--- src/rtl/bp_pkg.sv ---
package bp_pkg;
  typedef enum logic [1:0] {
    OP_WRITE = 2'd0,
    OP_ALIGN = 2'd1,
    OP_FLUSH = 2'd2,
    OP_ESCEN = 2'd3
  } bp_op_e;
endpackage

--- src/rtl/bp_shifter.sv ---
module bp_shifter #(
  parameter int ACC_W = 32,
  parameter int LEN_W = 6
) (
  input  logic             clk,
  input  logic             rst_ni,
  input  logic             load_i,
  input  logic [ACC_W-1:0] load_val_i,
  input  logic [LEN_W-1:0] load_len_i,
  input  logic             pop_i,
  input  logic             clear_i,
  output logic [LEN_W-1:0] held_o,
  output logic [7:0]       top_byte_o,
  output logic             rem_busy_o
);
  localparam logic [LEN_W-1:0] FULL = LEN_W'(ACC_W);
  localparam logic [LEN_W-1:0] BYTE = LEN_W'(8);

  logic [ACC_W-1:0] acc_q, acc_d, rv_q, rv_d, vmask;
  logic [LEN_W-1:0] held_q, held_d, rl_q, rl_d, free, over;
  logic             place_rem, en;

  assign free      = FULL - held_q;
  assign place_rem = (rl_q != '0) && (held_q < BYTE);
  assign en        = clear_i | pop_i | place_rem | (load_i && load_len_i != '0);
  assign vmask     = load_val_i & ({ACC_W{1'b1}} >> (FULL - load_len_i));
  assign over      = load_len_i - free;

  always_comb begin
    acc_d  = acc_q;
    held_d = held_q;
    rv_d   = rv_q;
    rl_d   = rl_q;
    if (clear_i) begin
      acc_d  = '0;
      held_d = '0;
    end else if (pop_i) begin
      acc_d  = acc_q << 8;
      held_d = held_q - BYTE;
    end else if (place_rem) begin
      acc_d  = acc_q | (rv_q << (free - rl_q));
      held_d = held_q + rl_q;
      rl_d   = '0;
      rv_d   = '0;
    end else if (load_i && load_len_i != '0) begin
      if (load_len_i <= free) begin
        acc_d  = acc_q | (vmask << (free - load_len_i));
        held_d = held_q + load_len_i;
      end else begin
        acc_d  = acc_q | (vmask >> over);
        held_d = FULL;
        rv_d   = vmask & ({ACC_W{1'b1}} >> (FULL - over));
        rl_d   = over;
      end
    end
  end

  always_ff @(posedge clk or negedge rst_ni) begin
    if (!rst_ni) begin
      acc_q  <= '0;
      held_q <= '0;
      rv_q   <= '0;
      rl_q   <= '0;
    end else if (en) begin
      acc_q  <= acc_d;
      held_q <= held_d;
      rv_q   <= rv_d;
      rl_q   <= rl_d;
    end
  end

  assign held_o     = held_q;
  assign top_byte_o = acc_q[ACC_W-1 -: 8];
  assign rem_busy_o = (rl_q != '0);

  p_held_bound_r1: assert property (@(posedge clk) disable iff (!rst_ni)
    held_q <= FULL);
  // split remainder waits untouched until the accumulator drains below a byte
  p_rem_wait_r2: assert property (@(posedge clk) disable iff (!rst_ni)
    (rl_q != '0 && held_q >= BYTE) |=> (rl_q == $past(rl_q)));
endmodule

--- src/rtl/bp_ep_filter.sv ---
module bp_ep_filter (
  input  logic       clk,
  input  logic       rst_ni,
  input  logic       req_i,
  input  logic [7:0] byte_i,
  input  logic       tail_i,
  input  logic       set_i,
  input  logic       set_val_i,
  output logic       vld_o,
  output logic [7:0] byte_o,
  output logic       take_o
);
  logic [1:0] zeros_q, zeros_d;
  logic       en_q, en_d, esc, upd;

  assign esc    = req_i && en_q && (zeros_q >= 2'd2) && (byte_i <= 8'h03);
  assign vld_o  = req_i;
  assign byte_o = esc ? 8'h03 : byte_i;
  assign take_o = req_i && !esc;
  assign upd    = (set_i && set_val_i != en_q) || (req_i && en_q);

  always_comb begin
    en_d    = en_q;
    zeros_d = zeros_q;
    if (set_i && set_val_i != en_q) begin
      en_d    = set_val_i;
      zeros_d = '0;
    end else if (req_i && en_q) begin
      if (esc || tail_i || byte_i != 8'h00) zeros_d = '0;
      else if (zeros_q != 2'd2)             zeros_d = zeros_q + 2'd1;
    end
  end

  always_ff @(posedge clk or negedge rst_ni) begin
    if (!rst_ni) begin
      en_q    <= 1'b0;
      zeros_q <= '0;
    end else if (upd) begin
      en_q    <= en_d;
      zeros_q <= zeros_d;
    end
  end

  p_no_double_esc_r3: assert property (@(posedge clk) disable iff (!rst_ni)
    (req_i && !take_o) |=> !(req_i && !take_o));
  p_zero_sat_r4: assert property (@(posedge clk) disable iff (!rst_ni)
    zeros_q <= 2'd2);
  p_same_en_keeps_r5: assert property (@(posedge clk) disable iff (!rst_ni)
    (set_i && set_val_i == en_q && !req_i) |=> (zeros_q == $past(zeros_q)));
endmodule

--- src/rtl/bp_word_asm.sv ---
module bp_word_asm #(
  parameter int WORD_BYTES = 4
) (
  input  logic                    clk,
  input  logic                    rst_ni,
  input  logic                    b_vld_i,
  input  logic [7:0]              b_data_i,
  input  logic                    rel_i,
  input  logic                    out_ready_i,
  output logic                    out_valid_o,
  output logic [WORD_BYTES*8-1:0] out_word_o,
  output logic                    can_take_o
);
  localparam int WORD_W = WORD_BYTES * 8;
  localparam int IW     = (WORD_BYTES > 1) ? $clog2(WORD_BYTES) : 1;
  localparam logic [IW-1:0] LAST = IW'(WORD_BYTES - 1);

  logic [WORD_W-1:0] word_q, word_d;
  logic [IW-1:0]     idx_q, idx_d, slot;
  logic              vld_q, vld_d;

  assign can_take_o = !vld_q || out_ready_i;
  assign slot       = LAST - idx_q;

  always_comb begin
    word_d = word_q;
    idx_d  = idx_q;
    vld_d  = vld_q && !out_ready_i;
    if (b_vld_i) begin
      word_d = ((idx_q == '0) ? '0 : word_q) | (WORD_W'(b_data_i) << {slot, 3'b000});
      idx_d  = idx_q + IW'(1);
      if (idx_q == LAST || rel_i) begin
        vld_d = 1'b1;
        idx_d = '0;
      end
    end else if (rel_i && idx_q != '0) begin
      vld_d = 1'b1;
      idx_d = '0;
    end
  end

  always_ff @(posedge clk or negedge rst_ni) begin
    if (!rst_ni) begin
      word_q <= '0;
      idx_q  <= '0;
      vld_q  <= 1'b0;
    end else begin
      vld_q <= vld_d;
      if (b_vld_i || rel_i) begin
        word_q <= word_d;
        idx_q  <= idx_d;
      end
    end
  end

  assign out_valid_o = vld_q;
  assign out_word_o  = word_q;

  p_out_hold_r9: assert property (@(posedge clk) disable iff (!rst_ni)
    (vld_q && !out_ready_i) |=> (vld_q && $stable(word_q)));
  p_rel_empties_r8: assert property (@(posedge clk) disable iff (!rst_ni)
    rel_i |=> (idx_q == '0));
endmodule

--- src/rtl/bitfield_packer.sv ---
module bitfield_packer #(
  parameter int ACC_W      = 32,
  parameter int WORD_BYTES = 4,
  parameter int CNT_W      = 32,
  parameter int LEN_W      = $clog2(ACC_W) + 1
) (
  input  logic                    clk,
  input  logic                    rst_n,
  input  logic                    cmd_valid,
  output logic                    cmd_ready,
  input  logic [1:0]              cmd_op,
  input  logic [ACC_W-1:0]        cmd_data,
  input  logic [LEN_W-1:0]        cmd_len,
  output logic                    out_valid,
  input  logic                    out_ready,
  output logic [WORD_BYTES*8-1:0] out_word,
  output logic [CNT_W-1:0]        bits_written,
  output logic [CNT_W-1:0]        bits_output
);
  import bp_pkg::*;

  localparam logic [LEN_W-1:0] FULL = LEN_W'(ACC_W);
  localparam logic [LEN_W-1:0] BYTE = LEN_W'(8);

  logic [1:0]       rst_sync_q;
  logic             rst_ni;
  bp_op_e           op;
  logic [LEN_W-1:0] held, len_eff, pad, load_len;
  logic [2:0]       pad3;
  logic [7:0]       top_byte, f_byte;
  logic             rem_busy, can_take, flush_q, flush_d;
  logic             idle, fire, load, tail_mode, req, take, f_vld, flush_done;
  logic [CNT_W-1:0] wr_q, wr_d, outc_q, outc_d;

  always_ff @(posedge clk or negedge rst_n) begin
    if (!rst_n) rst_sync_q <= 2'b00;
    else        rst_sync_q <= {rst_sync_q[0], 1'b1};
  end
  assign rst_ni = rst_sync_q[1];

  assign op        = bp_op_e'(cmd_op);
  assign idle      = (held < BYTE) && !rem_busy && !flush_q;
  assign cmd_ready = idle;
  assign fire      = cmd_valid && idle;
  assign len_eff   = (cmd_len > FULL) ? FULL : cmd_len;
  assign pad3      = 3'd0 - held[2:0];
  assign pad       = LEN_W'(pad3);
  assign load      = fire && (op == OP_WRITE || op == OP_ALIGN);
  assign load_len  = (op == OP_WRITE) ? len_eff : pad;

  assign tail_mode  = flush_q && !rem_busy && (held < BYTE);
  assign req        = can_take && ((held >= BYTE) || (tail_mode && held != '0));
  assign flush_done = can_take && tail_mode && ((held == '0) || take);

  bp_shifter #(.ACC_W(ACC_W), .LEN_W(LEN_W)) u_shifter (
    .clk        (clk),
    .rst_ni     (rst_ni),
    .load_i     (load),
    .load_val_i ((op == OP_WRITE) ? cmd_data : '0),
    .load_len_i (load_len),
    .pop_i      (take && !tail_mode),
    .clear_i    (take && tail_mode),
    .held_o     (held),
    .top_byte_o (top_byte),
    .rem_busy_o (rem_busy)
  );

  bp_ep_filter u_filter (
    .clk       (clk),
    .rst_ni    (rst_ni),
    .req_i     (req),
    .byte_i    (top_byte),
    .tail_i    (tail_mode),
    .set_i     (fire && op == OP_ESCEN),
    .set_val_i (cmd_data[0]),
    .vld_o     (f_vld),
    .byte_o    (f_byte),
    .take_o    (take)
  );

  bp_word_asm #(.WORD_BYTES(WORD_BYTES)) u_words (
    .clk         (clk),
    .rst_ni      (rst_ni),
    .b_vld_i     (f_vld),
    .b_data_i    (f_byte),
    .rel_i       (flush_done),
    .out_ready_i (out_ready),
    .out_valid_o (out_valid),
    .out_word_o  (out_word),
    .can_take_o  (can_take)
  );

  always_comb begin
    flush_d = flush_q;
    if (fire && op == OP_FLUSH) flush_d = 1'b1;
    else if (flush_done)        flush_d = 1'b0;
    wr_d   = wr_q + (load ? CNT_W'(load_len) : '0);
    outc_d = outc_q;
    if (take && tail_mode) outc_d = outc_q + CNT_W'(held);
    else if (f_vld)        outc_d = outc_q + CNT_W'(8);
  end

  always_ff @(posedge clk or negedge rst_ni) begin
    if (!rst_ni) begin
      flush_q <= 1'b0;
      wr_q    <= '0;
      outc_q  <= '0;
    end else begin
      flush_q <= flush_d;
      if (load)  wr_q   <= wr_d;
      if (f_vld) outc_q <= outc_d;
    end
  end

  assign bits_written = wr_q;
  assign bits_output  = outc_q;

  p_flush_busy_r9: assert property (@(posedge clk) disable iff (!rst_ni)
    (fire && op == OP_FLUSH) |=> !cmd_ready);
  p_out_mono_r11: assert property (@(posedge clk) disable iff (!rst_ni)
    1'b1 |=> (bits_output >= $past(bits_output) && bits_written >= $past(bits_written)));
  p_len0_noop_r10: assert property (@(posedge clk) disable iff (!rst_ni)
    (fire && op == OP_WRITE && cmd_len == '0) |=> (bits_written == $past(bits_written)));
endmodule

--- config.mk ---
export PLATFORM = sky130hd
export DESIGN_NAME = bitfield_packer
export DESIGN_NICKNAME = d
export VERILOG_FILES = /design/src/rtl/bp_pkg.sv /design/src/rtl/bp_shifter.sv /design/src/rtl/bp_ep_filter.sv /design/src/rtl/bp_word_asm.sv /design/src/rtl/bitfield_packer.sv
export SDC_FILE = /design/constraint.sdc
export NUM_CORES = 1
export LEC_CHECK = 0
export CAP_MARGIN = 20
export CORE_ASPECT_RATIO = 1.25
export CORE_UTILIZATION = 50
export DETAILED_ROUTE_END_ITERATION = 10
export GPL_ROUTABILITY_DRIVEN = 1
export PLACE_DENSITY = 0.71
export SLEW_MARGIN = 40
export SYNTH_ARGS = -nofsm -noshare
export SYNTH_HDL_FRONTEND = slang
export SYNTH_SLANG_ARGS = --single-unit
--- constraint.sdc ---
create_clock -name clk -period 6.46 [get_ports clk]
set_clock_uncertainty 0.2 [all_clocks]
set_input_delay 0.646 -clock clk [delete_from_list [all_inputs] [get_ports clk]]
set_output_delay 0.646 -clock clk [all_outputs]
set_load 0.01 [all_outputs]
**Word level (Yosys, flattened, before mapping)**

Cells that the tools add are included.

- Word-level logic and storage cells: 152
- Flip-flop bits (word level): 181
- Input port bits: 44

- Muxes and demuxes: 35
- Bitwise operators: 11
- Eq/ne operators: 7
- Magnitude comparators: 6
- Reduce and logical (&&, ||, !) cells: 58
- $add $sub $neg: 16
- Shifts and indexed selects: 6

Operators by type and width:

| kind | number |
|---|---|
| 2-to-1 mux 32 bit | 11 |
| bitwise OR 32 bit | 4 |
| 2-to-1 mux 6 bit | 11 |
| adder 32 x 6 -> 32 bit | 2 |
| AND 32 bit | 2 |
| left shift 32 x 6 -> 32 bit | 2 |
| right shift 32 x 6 -> 32 bit, first input constant | 2 |
| adder 32 x 4 -> 32 bit, second input constant | 1 |
| left shift 8 x 5 -> 32 bit | 1 |
| right shift 32 x 6 -> 32 bit | 1 |
| logical AND 1 bit | 23 |
| nonzero test 6 bit | 3 |
| subtractor 6 bit | 3 |
| subtractor 6 bit, first input constant | 3 |
| 2-to-1 mux 2 bit | 7 |
| adder 6 bit | 2 |
| nonzero test 2 bit | 5 |
| logical OR 1 bit | 9 |
| less-or-equal comparator 8 x 2 -> 1 bit, second input constant | 1 |
| 2-to-1 mux 8 bit | 1 |
| AND reduction 2 bit | 4 |
| nonzero test 8 bit | 1 |
| == test 2 bit, second input constant | 3 |
| greater-or-equal comparator 6 x 4 -> 1 bit, second input constant | 1 |
| other kinds (22) | 36 |

**Logic depth before layout (Yosys ltp)**

Gate-level depths: netlist of the first run.

- Depth in word-level cells: 17
- Depth in mapped cells: 20

**Hierarchy**

A second synthesis of the first run with hierarchy kept.

- Cell total of the unflattened synthesis: 2,067
- Area total of the unflattened synthesis: 17,356.6 um^2

Modules (own cells, without submodules):

| module | sequential area each (um^2) | area an instance (um^2) | instances | cells an instance |
|---|---|---|---|---|
| bp_shifter | 1,901.8 | 11,870.1 | 1 | 1,550 |
| bitfield_packer | 1,676.6 | 3,844.9 | 1 | 389 |
| bp_word_asm | 875.8 | 1,340.0 | 1 | 92 |
| bp_ep_filter | 75.1 | 301.5 | 1 | 36 |

**Least setup slack after synthesis of the first run**

OpenSTA, ideal clock, no wires.

- Path type: flip-flop to flip-flop
- Start: register u_shifter.held_q[1], in the netlist u_shifter.held_o[1]
- End: register u_shifter.acc_q[27]
- Setup time: 0.104 ns
- Path buffers: 2
- Setup slack: 1.588 ns
- Required time: 6.156 ns
- Stages on the path, launching flop included: 18
- Arrival time: 4.568 ns
- Path through: dfrtp_1 inv_1 ha_1 xnor2_1 a21oi_2 nor2_4 inv_2 ha_1 clkbuf_1 a21o_1 a22o_1 o31a_1 clkbuf_1 nor3_1 nand2_1 nor2_1 a221oi_1 a221oi_1

- Word-level cells in the longest chain between the ends: 15
- Elaborated cells on any way between the ends: 48
- Classes of those cells: 6 x add/sub; 3 x order compare; 4 x shift; 6 x mux; 7 x bitwise; 22 x reduce/logical

Ends and longest elaborated chain:

| what | line | text |
|---|---|---|
| start, declared | bp_shifter.sv:20 | `logic [LEN_W-1:0] held_q, held_d, rl_q, rl_d, free, over;` |
| start signal, assigned | bp_shifter.sv:66 | `held_q <= held_d;` |
| parallel branches: the longest is 15 deep, another holds subtractor 6 bit | -- |  |
| end signal, assigned | bp_shifter.sv:60 | `acc_q <= '0;` |
| end signal, assigned | bp_shifter.sv:65 | `acc_q <= acc_d;` |
| end, declared | bp_shifter.sv:19 | `logic [ACC_W-1:0] acc_q, acc_d, rv_q, rv_d, vmask;` |

Parallel ways; which one is timed is not known. The select of a mux whose other input is x is not followed.
A chain may end at the register's enable or synchronous reset.

**Final worst setup path of the first run**

- Start: input port cmd_op[1]
- End: register u_shifter.acc_q[17]

- Word-level cells in the longest chain between the ends: 12
- Elaborated cells on any way between the ends: 26
- Classes of those cells: 3 x add/sub; 1 x order compare; 1 x eq/ne; 3 x shift; 7 x mux; 4 x bitwise; 7 x reduce/logical

Ends and longest elaborated chain:

| what | line | text |
|---|---|---|
| start, declared | bitfield_packer.sv:11 | `input logic [1:0] cmd_op,` |
| zero test 2 bit | bitfield_packer.sv:48, bitfield_packer.sv:49, bitfield_packer.sv:59 |  |
| 2-to-1 mux 6 bit | bitfield_packer.sv:49 | `assign load_len = (op == OP_WRITE) ? len_eff : pad;` |
| subtractor 6 bit | bp_shifter.sv:26 | `assign vmask = load_val_i & ({ACC_W{1'b1}} >> (FULL - load_len_i));` |
| right shift 32 x 6 -> 32 bit | bp_shifter.sv:26 |  |
| AND 32 bit | bp_shifter.sv:26 |  |
| right shift 32 x 6 -> 32 bit or left shift 32 x 6 -> 32 bit (tied branches) | bp_shifter.sv:50, bp_shifter.sv:47 |  |
| bitwise OR 32 bit, on equally long branches | bp_shifter.sv:50, bp_shifter.sv:47 |  |
| 2-to-1 mux 32 bit | bp_shifter.sv:46 | `if (load_len_i <= free) begin` |
| 2-to-1 mux 32 bit | bp_shifter.sv:45 | `end else if (load_i && load_len_i != '0) begin` |
| 2-to-1 mux 32 bit | bp_shifter.sv:40 | `end else if (place_rem) begin` |
| 2-to-1 mux 32 bit | bp_shifter.sv:37 | `end else if (pop_i) begin` |
| 2-to-1 mux 32 bit | bp_shifter.sv:34 | `if (clear_i) begin` |

Parallel ways exist; a longest one is shown, timed or not. The select of a mux whose other input is x is not followed.

==> results of run 1 <==
-- synth_stat cells, types with 39 or more instances --
cell	n
a21oi_1	121
nor2_1	165
clkbuf_1	100
dfrtp_1	181
ha_1	52
inv_1	59
o21ai_0	119
a22o_1	39
nand2_1	271
nand3_1	79
a211oi_1	42
xnor2_1	67
nor3_1	59
-- through the flow --
stage / cell area [µm²] / util, % / hold WS [ps]
after floorplan: 16260 / - / 131.2
after global placement: 18530 / 58.14 / 143.9
after detailed placement: 18610 / 58.39 / 141.0
after CTS: 19200 / 60.23 / 123.5
after global routing: 19240 / 60.35 / 125.7
final: 19240 / 60.35 / 133.9
-- kinds of logic (layout without fill, tap and decap cells) --
| group | count (synthesis) | count (layout) | share of synthesized area (%) |
|---|---|---|---|
| buffers and inverters | 188 | 341 | 4.608 |
| XOR/XNOR | 101 | 101 | 5.485 |
| adder cells (fa/ha/maj) | 59 | 59 | 4.862 |
| other | 1 | 1 | 0.02306 |
| AND/OR/NAND/NOR | 723 | 723 | 20.63 |
| multiplexers | 83 | 83 | 7.686 |
| flip-flops | 181 | 181 | 27.85 |
| AO/OA/AOI/OAI | 662 | 662 | 28.86 |
-- routing by layer --
metal	global-route usage (%)	vias up	share of wire [%]
met5	0	-	0
met4	36.92	0	9.5
met3	9.843	358	10
met2	69.34	1359	45
met1	52.82	8681	36
li1	-	7819	-
-- registers in the layout, summed over array words and instances (netlist names) --
name	flops
bits_output	32
bits_written	32
u_shifter.acc_q	32
u_shifter.rv_q	32
u_words.out_word_o	32
u_shifter.held_o	6
u_shifter.rl_q	6
rst_sync_q	2
u_filter.zeros_q	2
u_words.idx_q	2
flush_q	1
u_filter.en_q	1
u_words.out_valid_o	1
-- area by class of cell --
class | instances | area (µm²)
clock buffers | 17 | 425.4
clock inverters | 15 | 162.7
fillers | 2775 | 12640
inverters | 64 | 240.2
multi-input cells | 1629 | 11150
flip-flops and latches | 181 | 4533
well taps | 412 | 515.5
repair buffers | 245 | 2212
-- placed cells by master, fill, tap and decap left out, types with 17 or more instances in the layout --
cell | netlist | layout
and3_1 | 27 | 26
a22o_1 | 39 | 39
xnor2_1 | 67 | 62
o31ai_1 | 19 | 19
nor3_1 | 59 | 55
dfrtp_1 | 181 | 180
a31oi_1 | 30 | 30
clkbuf_16 | 0 | 17
mux4_2 | 32 | 32
xor2_1 | 33 | 29
o21ai_0 | 119 | 117
clkdlybuf4s50_1 | 0 | 141
ha_1 | 52 | 50
o211ai_1 | 31 | 31
o22ai_1 | 20 | 20
a211oi_1 | 42 | 41
inv_1 | 59 | 59
nand2_1 | 271 | 270
a21oi_1 | 121 | 121
nand3_1 | 79 | 79
mux2i_1 | 36 | 36
nor4_1 | 18 | 17
nand4_1 | 22 | 22
buf_4 | 2 | 101
nor2_1 | 165 | 164
-- worst max path at each step --
stage | startpoint | end | slack, ps | cells past startpoint
after detailed placement | cmd_len[3] | u_shifter.acc_q[10]$_DFFE_PN0P_ | 260 | 14
after CTS | cmd_len[3] | u_shifter.acc_q[10]$_DFFE_PN0P_ | 720 | 14
final | cmd_op[1] | u_shifter.acc_q[17]$_DFFE_PN0P_ | 700 | 17
after global routing | cmd_op[1] | u_shifter.acc_q[10]$_DFFE_PN0P_ | 420 | 17
after global placement | cmd_op[1] | u_shifter.acc_q[10]$_DFFE_PN0P_ | 250 | 18
after floorplan | rst_sync_q[1]$_DFF_PN0_ | bits_output[0]$_DFFE_PN0P_ | 840 | 0
-- critical path, stage by stage --
cell and delay (ps):
clkdlybuf4s50_1 580, nor4b_2 700, or2_2 320, inv_1 190, ha_1 260, buf_4 190, inv_1 190, buf_4 190
a211o_1 150, o211ai_1 210, o22ai_2 360, a21oi_1 320, mux4_2 560, a221oi_1 380, o22ai_1 220, a221oi_1 330
a211oi_1 90
==> results by group, run 1 <==
Outcome
  – Status: complete, no violations

Timing
  – Setup TNS: 0 ps
  – Final hold violations: 0
  – Worst Tran Pin Value: 881.1 ps
  – Fmax: 173.5 MHz
  – Final Slew Violations: 0
  – Fin crit share: 89.23%
  – Final setup fails: 0
  – RSZ-0062 raised after global routing: no
  – Worst relative slew slack: 41.12%
  – Final Worst Setup Slack: 695.6 ps
  – Minimum clock period: roughly 5800 ps

Global route
  – Vias in the first global route: about 18k
  – Initial antenna violation count: 0
  – First-pass GRT wire length: 109,900 µm
  – Largest net degree at the start of global routing: 64
  – GRT Residual Overflow: 0
  – Tot GR Track Use: 44.75%

Yosys
  – Register area share after synthesis: roughly 28%
  – Top cells by area, synth: dfrtp_1 28%, nand2_1 6.3%, mux4_2 4.4%, ha_1 4.0%, nor2_1 3.8%
  – Top cell type by total area after synthesis: dfrtp_1
  – Number of synthesized flops with an enable pin: 0
  – Ys flop type: dfrtp_1
  – Syn avg cell area: 8.140 µm²
  – Number of synthesized register bits: 181
  – Synth top area share: 27.85%
  – Synthesized cell area: between 0.015 and 0.02 mm²
  – Post-synth ARST share: 100.0%
  – Yosys warning count: 0
  – Count of cell types in the netlist: 101
  – Mapped Nets: 2,101
  – Synth Instances: 1,998

Clock network
  – CTS tree: yes
  – Hold Buf Count CTS: 0
  – Root buf cell: clkbuf_16
  – CTS Buf Count: 17
  – Sink Count: 181
  – H-tree levels: 4
  – CTS clk-pin slew, worst paths: 80 ps
  – CTS max path bufs: 2
  – Post-cts resize count: 0
  – Clk_lat worst skew: 460 ps
  – Post-CTS Setup Repair Bufs: 0

Die
  – Chip width: approximately 160 µm
  – Core area: 0.03188 mm²
  – Die area: 0.03326 mm²
  – Row cnt: 73
  – IO Pins: 142
  – Initial Util: approximately half
  – Die height: 203.6 µm

Setup path
  – R2R Path Start: u_shifter.held_o[0]$_DFFE_PN0P_
  – Crit-path max FO: 12
  – WP data arrival: roughly 5900 ps
  – Worst reg-to-reg setup slack: 780 ps
  – R2R depth: 15
  – Critical Path RT: 6580 ps
  – Crit Path Class: primary input to flop
  – Startpoint types: primary input
  – Critical R2R Capture: u_shifter.acc_q[10]$_DFFE_PN0P_
  – Crit. End Element: flop

Finish
  – NumNets Final: roughly 2.2k
  – N_diodes: 0
  – Synthesis-to-finish area growth: 18.30%
  – Layout cell share with drive strength beyond 1: 12.09%
  – Fin cells: 2,563

Worst hold path
  – HP Class: primary input to asynchronous set/reset pin

Drt
  – Antenna viol nets, final: 0
  – Via count: roughly 18k
  – WL/cell: 28.74 µm
  – DR iter-0 viols: 2,738
  – First-pass DRT Iterations: 8
  – Remaining DRCs: 0
  – Post-Route WL: between 70,000 and 80,000 µm
  – DR vias/cell: 7.108

Job
  – Max Cap Viol: 0

Placed design
  – Dpl ws: 262.7 ps
  – IO buf count: 141
  – Placed cells: around 2.5k
  – Dpl hpwl: roughly 57,000 µm
  – Gpl congestion: 1.077
Power of run 1 is not shown: default switching activity piles up to over one toggle a cycle in this logic, so the estimate is an artifact.
==> run 2: changes to the inputs <==
--- a/config.mk
+++ b/config.mk
@@ -7,10 +7,10 @@
 export LEC_CHECK = 0
 export CAP_MARGIN = 20
 export CORE_ASPECT_RATIO = 1.25
-export CORE_UTILIZATION = 50
+export CORE_UTILIZATION = 45
 export DETAILED_ROUTE_END_ITERATION = 10
 export GPL_ROUTABILITY_DRIVEN = 1
-export PLACE_DENSITY = 0.71
+export SKIP_CTS_REPAIR_TIMING = 1
 export SLEW_MARGIN = 40
 export SYNTH_ARGS = -nofsm -noshare
 export SYNTH_HDL_FRONTEND = slang
==> results by group, run 2 (synthesis results as in run 1) <==
Outcome
  – Status: complete, no violations

Die
  – IO Pins: 142 (unchanged)
  – Die height: 214.5 µm (+5.4%)
  – Die area: 0.03691 mm² (+11%)
  – Chip width: 172.0 µm (+5.3%)
  – Row cnt: 77 (+5.5%)
  – Core area: 0.03545 mm² (+11%)
  – Initial Util: 45.87% (-5.1 points)

Finish
  – N_diodes: 0 (unchanged)
  – NumNets Final: 2,258 (+0.76%)
  – Synthesis-to-finish area growth: 19.17%
  – Fill cells: 3,359 (+21%)
  – Commonest non-fill, non-tap cell in the layout: nand2_1
  – Commonest non-fill, non-tap cells in the layout: 270 x nand2_1, 180 x dfrtp_1, 164 x nor2_1
  – Layout cell share with drive strength beyond 1: 12.59% (+0.50 points)

Setup path
  – Crit-path max FO: 10 (-2)
  – Crit Path Class: primary input to flop
  – Critical Path RT: 6600 ps (+20 ps)
  – Critical path's slowest cell: o21ai_1
  – Startpoint types: primary input
  – Critical R2R Capture: u_shifter.acc_q[10]$_DFFE_PN0P_
  – CP Cell Sequence: clkdlybuf4s50_1, nor4b_2, or2_2, inv_1, ha_1, inv_1, a211oi_2, a211oi_1, o211ai_2, o21ai_1, mux2i_1, a222oi_1, buf_4, o32ai_1, a221oi_1, o21ai_1
  – Worst reg-to-reg setup slack: 870 ps (+90 ps)
  – R2R Path Start: u_shifter.held_o[0]$_DFFE_PN0P_
  – WP data arrival: 6040 ps (+150 ps)
  – Crit. End Element: flop
  – R2R depth: 17 (+2)
  – CP peak stage delay: 790 ps (+90 ps)

Timing
  – Fmax: 169.5 MHz (-2.3%)
  – RSZ-0062 raised after global routing: no
  – Worst Tran Pin Value: 902.3 ps (+21.24 ps)
  – Worst relative slew slack: 39.84% (-1.3 points)
  – Final setup fails: 0 (unchanged)
  – Final Slew Violations: 0 (unchanged)
  – Setup TNS: 0 ps (unchanged)
  – Final Worst Setup Slack: 560.9 ps (-134.7 ps)
  – Final hold violations: 0 (unchanged)
  – Fin crit share: 91.32% (+2.1 points)
  – Minimum clock period: 5899 ps (+134.7 ps)

Drt
  – Via count: 17.79k (-2.3%)
  – DR iter-0 viols: 1,859 (-32%)
  – Antenna viol nets, final: 0 (unchanged)
  – DR vias/cell: 6.734 (-5.3%)
  – First-pass DRT Iterations: 6 (-2)
  – WL/cell: 28.19 µm (-1.9%)
  – Post-Route WL: 74,470 µm (+1.1%)
  – Remaining DRCs: 0 (unchanged)

Global route
  – First-pass GRT wire length: 110,300 µm (+0.42%)
  – Vias in the first global route: 17.02k (-2.7%)
  – Initial antenna violation count: 1 (+1)
  – Largest net degree at the start of global routing: 68 (+6.3%)
  – GRT Residual Overflow: 0 (unchanged)
  – Tot GR Track Use: 40.60% (-4.2 points)

Clock network
  – CTS Buf Count: 17 (unchanged)
  – Clk_lat worst skew: 460 ps (about the same)
  – H-tree levels: 4 (unchanged)
  – Sink Count: 181 (unchanged)
  – CTS tree: yes
  – CTS max path bufs: 2 (unchanged)
  – CTS clk-pin slew, worst paths: 70 ps (about the same)
  – Root buf cell: clkbuf_16

Placed design
  – Gpl congestion: 1.031 (-4.2%)
  – Dpl hpwl: 58,990 µm (+2.7%)
  – IO buf count: 141 (unchanged)
  – Dpl ws: 204.9 ps (-57.72 ps)

Job
  – Max Cap Viol: 0 (unchanged)

Worst hold path
  – HP Class: primary input to asynchronous set/reset pin
run 2: area by class of cell:
type | instances | area [µm²] | area share [%]
flip-flops and latches | 181 | 4533 | 23.39
repair buffers | 262 | 2327 | 12.01
clock inverters | 15 | 162.7 | 0.8393
inverters | 64 | 240.2 | 1.240
multi-input cells | 1629 | 11100 | 57.27
clock buffers | 17 | 425.4 | 2.195
well taps | 474 | 593.1 | 3.060
run 2: worst max-delay path, delay by kind of cell:
kind,cells,cell delay [ps]
AO/OA/AOI/OAI,8,2720
adder cells (fa/ha/maj),1,370
buffers and inverters,4,1200
AND/OR/NAND/NOR,2,920
multiplexers,1,190
run 2: worst max path at each step:
stage | from | to | slack (ps)
after floorplan | rst_sync_q[1]$_DFF_PN0_ | bits_output[0]$_DFFE_PN0P_ | 840
after global placement | cmd_op[0] | u_shifter.acc_q[10]$_DFFE_PN0P_ | 250
after detailed placement | cmd_op[0] | u_shifter.acc_q[10]$_DFFE_PN0P_ | 200
after CTS | cmd_op[0] | u_shifter.acc_q[10]$_DFFE_PN0P_ | 670
after global routing | cmd_op[0] | u_shifter.acc_q[10]$_DFFE_PN0P_ | 200
final | cmd_op[0] | u_shifter.acc_q[10]$_DFFE_PN0P_ | 560
run 2: per-layer routing:
layer  global-route usage, %  routed length (µm)  vias up
met5                       0                  12        -
met4                   30.71                6234        2
met3                   7.364                6249      264
met2                   63.72               34280     1096
met1                   48.97               27690     8587
li1                        -                   -     7842
run 2: stage by stage:
step	instances	hold slack (ps)	utilization, %	instance area, µm²
after floorplan	1998	131.2	-	16260
after global placement	2610	139.0	52.84	18730
after detailed placement	2610	140.4	52.96	18780
after CTS	2642	129.0	54.62	19370
after global routing	2642	144.5	54.67	19380
final	2642	141.3	54.67	19380
Power of run 2 is left out for the same reason.
